## src/rtl/pcu_pkg.sv

```systemverilog
// Package: shared layout of the power control byte and bus address codes.
// Assumes an 8-bit control register; the field order is fixed because the
// power controller decodes it.
package pcu_pkg;
    localparam int CTRL_W = 8;

    typedef struct packed {
        logic [1:0] isc;     // external interrupt sense
        logic       rsvd;    // reserved, reads zero
        logic       bods;    // guarded brown-out-off-in-sleep request
        logic [2:0] smode;   // sleep mode select
        logic       se;      // sleep enable
    } ctrl_fields_t;

    localparam logic ADDR_PROT = 1'b0;
    localparam logic ADDR_CTRL = 1'b1;
endpackage

```

## src/rtl/pcu_unlock_timer.sv

```systemverilog
// Module: change-window timer.
// Opens a window of WINDOW_CYCLES cycles after a signature write; closes it on
// a wrong protection write or when a control write consumes it.
// Assumes prot_wr and ctrl_wr are never high in the same cycle.
module pcu_unlock_timer #(
    parameter int           WINDOW_CYCLES = 4,
    parameter logic [7:0]   SIGNATURE     = 8'hD8
) (
    input  logic       clk,
    input  logic       rst_n,
    input  logic       prot_wr,
    input  logic [7:0] prot_wdata,
    input  logic       ctrl_wr,
    output logic       win_open
);
    localparam int CNT_W = $clog2(WINDOW_CYCLES + 1);
    localparam logic [CNT_W-1:0] CNT_LOAD = CNT_W'(WINDOW_CYCLES);

    logic [CNT_W-1:0] cnt_q;
    logic             sig_hit;

    assign sig_hit  = prot_wr && (prot_wdata == SIGNATURE);
    assign win_open = (cnt_q != '0);

    // Purpose: reload, close or count down the window counter.
    always_ff @(posedge clk) begin
        if (!rst_n) begin
            cnt_q <= '0;
        end else if (sig_hit) begin
            cnt_q <= CNT_LOAD;
        end else if (prot_wr || (ctrl_wr && win_open)) begin
            cnt_q <= '0;
        end else if (win_open) begin
            cnt_q <= cnt_q - 1'b1;
        end
    end

    assert_window_opens_R1: assert property (@(posedge clk) disable iff (!rst_n)
        sig_hit |=> win_open);
    assert_window_bounded_R1: assert property (@(posedge clk) disable iff (!rst_n)
        cnt_q <= CNT_LOAD);
    assert_wrong_sig_closes_R9: assert property (@(posedge clk) disable iff (!rst_n)
        (prot_wr && !sig_hit) |=> !win_open);
    assert_consumed_closes_R9: assert property (@(posedge clk) disable iff (!rst_n)
        (ctrl_wr && win_open) |=> !win_open);
endmodule

```

## src/rtl/pcu_ctrl_reg.sv

```systemverilog
// Module: control register fields with a guarded bit.
// Ordinary fields load on any control write. The guarded bit sets only while
// the window is open, clears freely, and clears on wake (wake has priority).
// Exposes the next guarded-bit value so the output gate follows it on the same edge.
module pcu_ctrl_reg
    import pcu_pkg::*;
(
    input  logic         clk,
    input  logic         rst_n,
    input  logic         ctrl_wr,
    input  ctrl_fields_t wfields,
    input  logic         win_open,
    input  logic         wake_evt,
    output ctrl_fields_t fields_q,
    output logic         bods_d
);
    // Purpose: next value of the guarded bit.
    always_comb begin
        bods_d = fields_q.bods;
        if (wake_evt)
            bods_d = 1'b0;
        else if (ctrl_wr && !wfields.bods)
            bods_d = 1'b0;
        else if (ctrl_wr && wfields.bods && win_open)
            bods_d = 1'b1;
    end

    // Purpose: register all fields; the reserved bit is held at zero.
    always_ff @(posedge clk) begin
        if (!rst_n) begin
            fields_q <= '0;
        end else begin
            if (ctrl_wr) begin
                fields_q.isc   <= wfields.isc;
                fields_q.smode <= wfields.smode;
                fields_q.se    <= wfields.se;
            end
            fields_q.rsvd <= 1'b0;
            fields_q.bods <= bods_d;
        end
    end

    assert_bods_needs_window_R2: assert property (@(posedge clk) disable iff (!rst_n)
        $rose(fields_q.bods) |-> $past(win_open && ctrl_wr));
    assert_bods_clear_free_R3: assert property (@(posedge clk) disable iff (!rst_n)
        (ctrl_wr && !wfields.bods) |=> !fields_q.bods);
    assert_wake_clears_bods_R4: assert property (@(posedge clk) disable iff (!rst_n)
        wake_evt |=> !fields_q.bods);
    assert_rsvd_zero_R6: assert property (@(posedge clk) disable iff (!rst_n)
        !fields_q.rsvd);
endmodule

```

## src/rtl/pcu_bod_gate.sv

```systemverilog
// Module: brown-out-disable output register.
// Sets on sleep entry (strobe with sleep enable) while the guarded bit is set,
// and drops on the same edge on which the guarded bit is cleared.
module pcu_bod_gate (
    input  logic clk,
    input  logic rst_n,
    input  logic sleep_req,
    input  logic sleep_en,
    input  logic bods_q,
    input  logic bods_d,
    input  logic wake_evt,
    output logic bod_off
);
    logic sleep_entry;
    assign sleep_entry = sleep_req && sleep_en;

    // Purpose: hold the disable request from sleep entry until the bit clears.
    always_ff @(posedge clk) begin
        if (!rst_n)
            bod_off <= 1'b0;
        else
            bod_off <= bods_d && (bod_off || (sleep_entry && bods_q));
    end

    assert_bod_needs_bods_R5: assert property (@(posedge clk) disable iff (!rst_n)
        bod_off |-> bods_q);
    assert_bod_rise_on_sleep_R5: assert property (@(posedge clk) disable iff (!rst_n)
        $rose(bod_off) |-> $past(sleep_req && sleep_en && bods_q));
    assert_wake_drops_bod_R4: assert property (@(posedge clk) disable iff (!rst_n)
        wake_evt |=> !bod_off);
endmodule

```

## src/rtl/prot_ctrl_unit.sv

```systemverilog
// Module: protected power control register unit (top).
// Decodes a two-register bus (protection and control), ties the window timer,
// the control fields and the brown-out-disable gate together, and muxes reads.
// Assumes one bus write per cycle; reads are combinational on bus_addr.
module prot_ctrl_unit
    import pcu_pkg::*;
#(
    parameter int         WINDOW_CYCLES = 4,
    parameter logic [7:0] SIGNATURE     = 8'hD8
) (
    input  logic        clk,
    input  logic        rst_n,
    input  logic        bus_wr,
    input  logic        bus_addr,
    input  logic [7:0]  bus_wdata,
    output logic [7:0]  bus_rdata,
    input  logic        sleep_req,
    input  logic        wake_evt,
    output logic        bod_off
);
    logic         prot_wr;
    logic         ctrl_wr;
    logic         win_open;
    logic         bods_d;
    ctrl_fields_t wfields;
    ctrl_fields_t fields_q;

    assign prot_wr = bus_wr && (bus_addr == ADDR_PROT);
    assign ctrl_wr = bus_wr && (bus_addr == ADDR_CTRL);
    assign wfields = ctrl_fields_t'(bus_wdata);

    pcu_unlock_timer #(
        .WINDOW_CYCLES (WINDOW_CYCLES),
        .SIGNATURE     (SIGNATURE)
    ) u_timer (
        .clk        (clk),
        .rst_n      (rst_n),
        .prot_wr    (prot_wr),
        .prot_wdata (bus_wdata),
        .ctrl_wr    (ctrl_wr),
        .win_open   (win_open)
    );

    pcu_ctrl_reg u_ctrl (
        .clk      (clk),
        .rst_n    (rst_n),
        .ctrl_wr  (ctrl_wr),
        .wfields  (wfields),
        .win_open (win_open),
        .wake_evt (wake_evt),
        .fields_q (fields_q),
        .bods_d   (bods_d)
    );

    pcu_bod_gate u_gate (
        .clk       (clk),
        .rst_n     (rst_n),
        .sleep_req (sleep_req),
        .sleep_en  (fields_q.se),
        .bods_q    (fields_q.bods),
        .bods_d    (bods_d),
        .wake_evt  (wake_evt),
        .bod_off   (bod_off)
    );

    // Purpose: select the read-back value of the addressed register.
    always_comb begin
        if (bus_addr == ADDR_PROT)
            bus_rdata = {7'b0, win_open};
        else
            bus_rdata = fields_q;
    end

    assert_rsvd_reads_zero_R6: assert property (@(posedge clk) disable iff (!rst_n)
        (bus_addr == ADDR_CTRL) |-> (bus_rdata[5] == 1'b0));
    assert_prot_read_R1: assert property (@(posedge clk) disable iff (!rst_n)
        (bus_addr == ADDR_PROT) |-> (bus_rdata[7:1] == 7'b0));
endmodule

```

## config.mk

```make
export PLATFORM = sky130hd
export DESIGN_NAME = prot_ctrl_unit
export DESIGN_NICKNAME = d
export VERILOG_FILES = /design/src/rtl/pcu_pkg.sv /design/src/rtl/pcu_unlock_timer.sv /design/src/rtl/pcu_ctrl_reg.sv /design/src/rtl/pcu_bod_gate.sv /design/src/rtl/prot_ctrl_unit.sv
export SDC_FILE = /design/constraint.sdc
export NUM_CORES = 1
export LEC_CHECK = 0
export ABC_AREA = 1
export BUFFER_PORTS_ARGS = -buffer_cell sky130_fd_sc_hd__buf_2
export CAP_MARGIN = 25
export CORE_MARGIN = 3
export CORE_UTILIZATION = 29
export DETAILED_ROUTE_END_ITERATION = 10
export PLACE_DENSITY = 0.5
export SLEW_MARGIN = 20
export SYNTH_ARGS = -nofsm -noshare
export SYNTH_HDL_FRONTEND = slang
export SYNTH_SLANG_ARGS = --single-unit
```

## constraint.sdc

```tcl
create_clock -name clk -period 1.22 [get_ports clk]
set_input_delay 0.305 -clock clk [delete_from_list [all_inputs] [get_ports clk]]
set_output_delay 0.305 -clock clk [all_outputs]
set_load 0.02 [all_outputs]
```

==> results of run 1 <==
==> Yosys cell counts <==
cell type / instances
inv_1: 20
nand2_4: 3
o21ai_0: 4
nor2_2: 1
buf_6: 1
nand2b_4: 1
nand2_2: 1
a21oi_1: 5
dfxtp_1: 11
o21ai_1: 4
xor2_1: 1
a21oi_2: 1
nor2_1: 12
a31o_2: 1
nand3_1: 2
buf_4: 1
conb_1: 1
ha_1: 2
nand2_1: 13
inv_8: 1
mux2_2: 1
==> critical path, cell delays in order (launching register included) <==
cell     delay (ns)
dfxtp_2        0.32
inv_2          0.07
ha_4           0.14
nand2_4        0.04
mux2_4         0.26
buf_6          0.13
==> timing repair <==
| action | in CTS | in global routing |
|---|---|---|
| resized for setup | 2 | 5 |
| setup endpoints to repair | 1 | 8 |
| pin swaps | 1 | 1 |
| endpoints found under the hold margin | 0 | 0 |
| setup buffers | 1 | 0 |
==> per-layer routing <==
metal  GRT usage  wire length, um  share of wire  vias to the layer above
li1            -                -              -                      317
met1      0.1514              665           0.45                      263
met2      0.2092              688           0.46                       20
met3     0.05413              107          0.072                        2
met4     0.05106               22          0.015                        0
met5           0                0              0                        -
==> state kept, by name (all words and copies together), names as in the netlist <==
signal and cells:
u_ctrl.fields_q 7, u_timer.cnt_q 3, u_gate.bod_off 1
==> how the worst max path moves through the flow <==
| stage | end | cells past startpoint | slack (ns) |
|---|---|---|---|
| after floorplan | bus_rdata[0] | 4 | 0.04 |
| after global placement | bus_rdata[0] | 5 | -0.05 |
| after detailed placement | bus_rdata[0] | 5 | -0.06 |
| after CTS | bus_rdata[0] | 5 | -0.33 |
| after global routing | bus_rdata[0] | 5 | -0.40 |
| final | bus_rdata[0] | 5 | -0.31 |
==> stage by stage <==
step	hold WS, ns	instances
final	0.2838	144
after floorplan	0.4407	87
after CTS	0.2781	145
after global routing	0.3003	144
after global placement	0.4675	140
after detailed placement	0.4760	140
==> kinds of logic (layout without fill, tap and decap cells) <==
group | after synthesis | after routing | share of synthesized area
AO/OA/AOI/OAI | 15 | 15 | 0.1331
XOR/XNOR | 1 | 1 | 0.01412
adder cells (fa/ha/maj) | 2 | 2 | 0.04032
buffers and inverters | 23 | 53 | 0.1694
flip-flops | 11 | 11 | 0.3548
multiplexers | 1 | 1 | 0.01814
other | 1 | 1 | 0.006043
AND/OR/NAND/NOR | 33 | 33 | 0.2641
==> final cells by class <==
class / instances / area (sq um) / share of cell area
Multi-Input combinational cell: 53 / 324.1 / 0.3776
Sequential cell: 11 / 224.0 / 0.2609
Timing Repair Buffer: 28 / 163.9 / 0.1910
Inverter: 21 / 86.33 / 0.1006
Tap cell: 27 / 33.78 / 0.03936
Clock buffer: 4 / 26.28 / 0.03061
==> report_power, final <==
group,switching (mW),internal [mW]
clock,0.127,0.127
combinational,0.291,0.287
sequential,0.0212,0.404
total,0.439,0.818
==> qor.csv, run 1 <==
metric,value,unit
P per Cell Area,1464,nW/um^2
period utilization,1.257,
drt initial violations,9,
H-tree levels,1,
Reg2Reg Depth,6,
post-route cell area,858.3,sq um
Peak VDD IR,0.9424,mV
hold_buf cts,0,
DP Worst Slack,-0.06137,ns
failing checks,negative setup slack,
initial antenna violation count,0,
Seq cells post-synth,11,
Max Cap Viol,0,
"most common cell after layout, fill and taps aside",buf_2,
Netlist cell types,21,
minimum clock period,1.534,ns
end-of-flow core utilization,0.4288,
CTS max path bufs,2,
Clock transition at path regs,0.08,ns
fin nets,134,
Crit. End Element,output port,
crit path max fanout,2,
fraction of layout cells with a size suffix above 1,0.4103,
WHS Path Cells,3,
most frequent cells in the layout,"buf_2, inv_1, nand2_1, nor2_1, dfxtp_1",
Max Slew Vio Count,0,
Mapped Cells,87,
Required @ worst endpoint,0.91,ns
Syn Area/Cell,7.133,sq um
unrepaired setup endpoints after global routing,yes,
starting density of the core,0.3100,
Post-DRT Antenna Nets,0,
GRT Overall Usage,0.1299,
Hold Crit Start,bus_wdata[2],
final setup vio count,1,
vias post-DR,602,
DR WL/cell,10.31,um
Fin. Hold Viols,0,
Total Power,1.257,mW
post-detail-place hpwl,1189,um
clk root buf,clkbuf_4,
Worst EP arrival,1.23,ns
"Worst Path Class, Setup",reg -> out,
Synth area leader,dfxtp_1,
CTS buffer count,3,
r2r setup slk,0.08,ns
gr ovfl total,0,
sequential fraction of the synthesis area,0.3548,
io pins,23,
Reg-to-Reg Start,u_timer.cnt_q[0],
die height,52.26,um
final worst slack,-0.3136,ns
Post-route DRC,0,
crit start category,flop,
Lkg Pwr,0.4904,nW
worst hold endpoint,u_ctrl.fields_q[2],
GP Congestion,0.7484,
Core Footprint,2002,sq um
Syn-to-layout area delta,38.31,%
yosys warns,0,
TritonCTS clock tree,yes,
Area contributors post-synth,"dfxtp_1, inv_1, nand2_1",
Area after DPL,815.8,sq um
std cell rows,16,
Clock Latency Late Sink,0.27,ns
Buffers on Ports,21,
vias in the first global route,586,
Avg Vias per Cell,4.181,
largest net degree at the start of global routing,11,
die area,2731,sq um
Setup TNS Final,-0.3136,ns
die extent in x,52.26,um
start point of the critical path,u_timer.cnt_q[1],
syn nets,103,
status,"complete, but fails checks",
FMAX,0.6521,GHz
clock net sink count,11,
Reg-to-Reg End,u_timer.cnt_q[2],
total routed wirelength,1484,um
Synth top area share,0.3548,
type of the most critical hold path,in -> reg,
clock skew,0.009384,ns
synthesized cell area,620.6,sq um
TritonRoute pass-1 iters,4,
Layout fillers,231,
first-pass GRT wire length,2525,um
Diodes inserted,0,
Note: power is estimated with default switching activity, not from simulation.
==> run 2: changes to the inputs <==
- PLACE_DENSITY: 0.5 -> default
- PLACE_DENSITY_LB_ADDON: default -> 0.25
==> qor.csv, run 2 (same netlist as run 1, synthesis figures left out) <==
metric,value,unit
status,"complete, but fails checks",
failing checks,negative setup slack,
total routed wirelength,1429,um
die extent in x,52.26,um
starting density of the core,0.3100,
Post-route DRC,0,
gr ovfl total,0,
initial antenna violation count,0,
DR WL/cell,9.855,um
Max Slew Vio Count,0,
Reg2Reg Depth,8,
Hold WS,0.2900,ns
worst hold endpoint,u_ctrl.fields_q[1],
Top reg by flops,u_ctrl.fields_q,
dpl cells,139,
post-detail-place hpwl,1161,um
first-pass GRT wire length,2173,um
type of the most critical hold path,in -> reg,
unrepaired setup endpoints after global routing,yes,
Lkg Pwr,0.4929,nW
TritonRoute pass-1 iters,4,
Syn-to-layout area delta,38.31,%
die area,2731,sq um
Diodes inserted,0,
WHS Path Cells,3,
fin nets,135,
drt initial violations,4,
clock net sink count,11,
Layout fillers,215,
most frequent cells in the layout,"buf_2, inv_1, nand2_1, nor2_1",
io pins,23,
crit path max fanout,2,
FMAX,0.6462,GHz
Worst EP arrival,1.24,ns
Post-DRT Antenna Nets,0,
std cell rows,16,
clock skew,0.0004168,ns
TritonCTS clock tree,yes,
start point of the critical path,u_timer.cnt_q[0],
CTS max path bufs,2,
"Worst Path Class, Setup",reg -> out,
Crit. End Element,output port,
Total Power,1.267,mW
Core Footprint,2002,sq um
clk root buf,clkbuf_4,
final worst slack,-0.3276,ns
crit start category,flop,
GP Congestion,0.7217,
CTS buffer count,3,
Reg-to-Reg Start,u_timer.cnt_q[0],
die height,52.26,um
Required @ worst endpoint,0.91,ns
Clock transition at path regs,0.07,ns
final setup vio count,2,
period utilization,1.269,
vias in the first global route,526,
max reg flops,7,
minimum clock period,1.548,ns
Hold Crit Start,bus_wdata[1],
r2r setup slk,-0.09,ns
top flop regs,"u_ctrl.fields_q: 7 flops, u_timer.cnt_q: 3 flops, u_gate.bod_off: 1 flops",
Clock Latency Late Sink,0.26,ns
Peak VDD IR,0.7445,mV
"Cell Count, Final, Fillers Out",145,
largest net degree at the start of global routing,11,
P per Cell Area,1476,nW/um^2
Multi-input gate area,316.6,sq um
fraction of layout cells with a size suffix above 1,0.4068,
register area,224.0,sq um
"most common cell after layout, fill and taps aside",buf_2,
Max Cap Viol,0,
GRT Overall Usage,0.1112,
Buffers on Ports,21,
Avg Vias per Cell,4.166,
Fin. Hold Viols,0,
vias post-DR,604,
Reg-to-Reg End,u_timer.cnt_q[2],
H-tree levels,1,
[run 2: cell count changes in the layout (fill, tap and decap cells not counted)]
| cell | previous run | this run |
|---|---|---|
| buf_4 | 7 | 8 |
| nand2_4 | 5 | 4 |
| o21ai_0 | 3 | 4 |
| nand2_1 | 12 | 13 |
| o21ai_1 | 5 | 4 |
[run 2: worst max path at each step]
stage | to | slack [ns] | cells past startpoint
floorplan | bus_rdata[0] | 0.04 | 4
global placement | bus_rdata[0] | -0.04 | 5
detailed placement | bus_rdata[0] | -0.06 | 5
CTS | bus_rdata[0] | -0.33 | 5
global route | bus_rdata[0] | -0.37 | 5
finish | bus_rdata[0] | -0.33 | 5
[run 2: critical path: stages, from the launching register on]
cell     delay [ns]
dfxtp_2        0.32
inv_2          0.07
ha_4           0.14
nand2_4        0.04
mux2_4         0.27
buf_6          0.13
[run 2: through the flow]
| stage | TNS [ns] | setup slack [ns] | utilization | area (sq um) |
|---|---|---|---|---|
| after floorplan | 0 | 0.03975 | - | 643.1 |
| after global placement | -0.04208 | -0.04208 | 0.4038 | 808.3 |
| after detailed placement | -0.06284 | -0.06284 | 0.4038 | 808.3 |
| after CTS | -0.3588 | -0.3338 | 0.4238 | 848.3 |
| after global routing | -0.5356 | -0.3699 | 0.4288 | 858.3 |
| final | -0.4186 | -0.3276 | 0.4288 | 858.3 |
[run 2: repair_timing]
action / in CTS / in global routing
hold buffers: 0 / 0
resized for setup: 2 / 2
setup buffers: 1 / 1
setup endpoints to repair: 1 / 3
pin swaps: 1 / 1
[run 2: area by class of cell]
type / count / area share
Multi-Input combinational cell: 53 / 0.3688
Sequential cell: 11 / 0.2609
Clock buffer: 4 / 0.03061
Timing Repair Buffer: 29 / 0.1997
Tap cell: 27 / 0.03936
Inverter: 21 / 0.1006
[run 2: per-layer routing]
layer | track usage | vias up | share of wire
met5 | 0 | - | 0
met3 | 0.02849 | 2 | 0.077
met1 | 0.1250 | 260 | 0.45
li1 | - | 324 | -
met2 | 0.1883 | 18 | 0.46
met4 | 0.06383 | 0 | 0.0077
[run 2: power by group]
group | switching, mW | internal (mW) | leakage, nW
clock network | 0.124 | 0.126 | 0.0150
logic | 0.291 | 0.298 | 0.386
registers | 0.0230 | 0.405 | 0.0915
==> run 3: changes to the inputs <==
- ABC_AREA: 1 -> default
==> qor.csv, run 3 <==
metric,value,unit
largest net degree at the start of global routing,8,
Max Cap Viol,0,
minimum clock period,1.579,ns
drt initial violations,3,
most frequent cells in the layout,"buf_2, buf_4, nand3_1, nand2_1, dfxtp_1",
first-pass GRT wire length,2511,um
total routed wirelength,1478,um
final worst slack,-0.3593,ns
failing checks,negative setup slack,
Post-synth top cells,"dfxtp_1, nand2_1, nand3_1",
slowest CP cell,dfxtp_2,
Netlist cell types,24,
GRT Overall Usage,0.1315,
Clock transition at path regs,0.07,ns
crit path max fanout,2,
clock skew,0.0005344,ns
GP Congestion,0.7101,
TritonCTS clock tree,yes,
Synth top area share,0.3801,
dpl cells,121,
die height,50.70,um
Lkg Pwr,0.4248,nW
crit-path leading delay family,flip-flops,
CP Buf/Inv Count,2,
Required @ worst endpoint,0.91,ns
top flop regs,"u_ctrl.fields_q: 7 flops, u_timer.cnt_q: 3 flops, u_gate.bod_off: 1 flops",
Syn-to-layout area delta,58.32,%
clock net sink count,11,
Top reg by flops,u_ctrl.fields_q,
Post-route DRC,0,
Peak VDD IR,0.4567,mV
Post-synth top flop,dfxtp_1,
Synth async-reset ratio,0,
std cell rows,15,
die extent in x,50.70,um
vias post-DR,603,
fraction of layout cells with a size suffix above 1,0.5000,
H-tree levels,1,
Seq cells post-synth,11,
status,"complete, but fails checks",
syn nets,84,
DP Worst Slack,-0.1146,ns
Post-DRT Antenna Nets,0,
DR WL/cell,11.11,um
vias in the first global route,599,
synthesized cell area,579.3,sq um
yosys warns,0,
"Worst Path Class, Setup",reg -> out,
top-count cell post-synth,dfxtp_1,
Syn Area/Cell,8.519,sq um
unrepaired setup endpoints after global routing,yes,
Synth area leader,dfxtp_1,
Avg Vias per Cell,4.534,
final setup vio count,4,
fin nets,125,
max reg flops,7,
sequential fraction of the synthesis area,0.3801,
initial antenna violation count,0,
CTS max path bufs,2,
Clock Latency Late Sink,0.27,ns
CP max stage delay,0.32,ns
number of synthesized flops with an enable pin,0,
Setup TNS Final,-1.058,ns
Buffers on Ports,21,
TritonRoute pass-1 iters,2,
Area contributors post-synth,"dfxtp_1, nand3_1, a21boi_0",
Crit. End Element,output port,
"most common cell after layout, fill and taps aside",buf_2,
hold_buf cts,0,
clk root buf,clkbuf_4,
Mapped Cells,68,
Max Slew Vio Count,0,
die area,2570,sq um
period utilization,1.294,
Diodes inserted,0,
io pins,23,
FMAX,0.6332,GHz
crit-path cells,inv_2 > ha_4 > nand2b_4 > mux2_4 > buf_6,
starting density of the core,0.3215,
type of the most critical hold path,in -> reg,
Worst EP arrival,1.27,ns
CTS buffer count,3,
Core Footprint,1802,sq um
post-detail-place hpwl,1065,um
Total Power,0.9360,mW
"Cell Count, Final, Fillers Out",133,
end-of-flow core utilization,0.5090,
gr ovfl total,0,
P per Cell Area,1021,nW/um^2
Fin. Hold Viols,0,
crit start category,flop,
==> run 3: cell types whose count changed in the layout (fill, tap and decap cells not counted), sizes merged, moves of 2 or more <==
cell | before | now
inv | 21 | 2
buf | 29 | 40
nor2 | 13 | 2
nand2 | 17 | 8
a21boi | 0 | 8
o21ai | 8 | 0
a21oi | 6 | 0
and2 | 0 | 6
nand3 | 2 | 8
nand2b | 1 | 4
a31oi | 0 | 2
or3 | 0 | 2
==> run 3: cell families after synthesis <==
family          after synthesis  synth area share
compound gates               11            0.1534
fa+ha+maj                     2           0.04319
buf+inv                       6           0.04968
flops                        11            0.3801
mux                           2           0.03672
other cells                   1          0.006473
simple gates                 35            0.3305
==> run 3: path summary, 6_finish.rpt <==
check	startpoint	to	slack (ns)	depth (start not counted)
min reg2reg	u_ctrl.fields_q[6]	u_ctrl.fields_q[6]	0.45	2
min	bus_wdata[0]	u_timer.cnt_q[2]	0.27	2
max	u_timer.cnt_q[1]	bus_rdata[0]	-0.36	5
max reg2reg	u_timer.cnt_q[1]	u_timer.cnt_q[1]	-0.28	8
==> run 3: final cells by class <==
class                   instances  area [sq um]
clock buffers                   4         26.28
inverters                       2         7.507
fillers                       187         884.6
multi-input cells              51         364.1
repair buffers                 40         264.0
flip-flops and latches         11         224.0
well taps                      25         31.28
==> run 3: what timing repair did <==
item,in CTS,in global routing
resized for setup,12,5
endpoints found under the hold margin,0,0
endpoints found under the setup margin,4,10
setup buffers,4,6
pin swaps,4,2
==> run 3: routing by layer <==
layer / vias up / global-route usage / share of wire
li1: 311 / - / -
met1: 274 / 0.1434 / 0.43
met2: 14 / 0.2283 / 0.50
met3: 4 / 0.02967 / 0.045
met4: 0 / 0.08072 / 0.022
met5: - / 0 / 0
==> run 3: power by group <==
| group | switching (mW) | leakage (nW) | internal, mW |
|---|---|---|---|
| Combinational | 0.123 | 0.319 | 0.176 |
| Clock | 0.124 | 0.0150 | 0.127 |
| Sequential | 0.00889 | 0.0909 | 0.378 |
| Total | 0.256 | 0.425 | 0.680 |
==> run 3: per-stage QoR <==
step	cell area, sq um	hold WS [ns]
5_1_grt	917.1	0.2608
3_3_place_gp	779.5	0.4388
6_report	917.1	0.2662
2_1_floorplan	581.8	0.4220
3_5_place_dp	779.5	0.4446
4_1_cts	870.8	0.2575
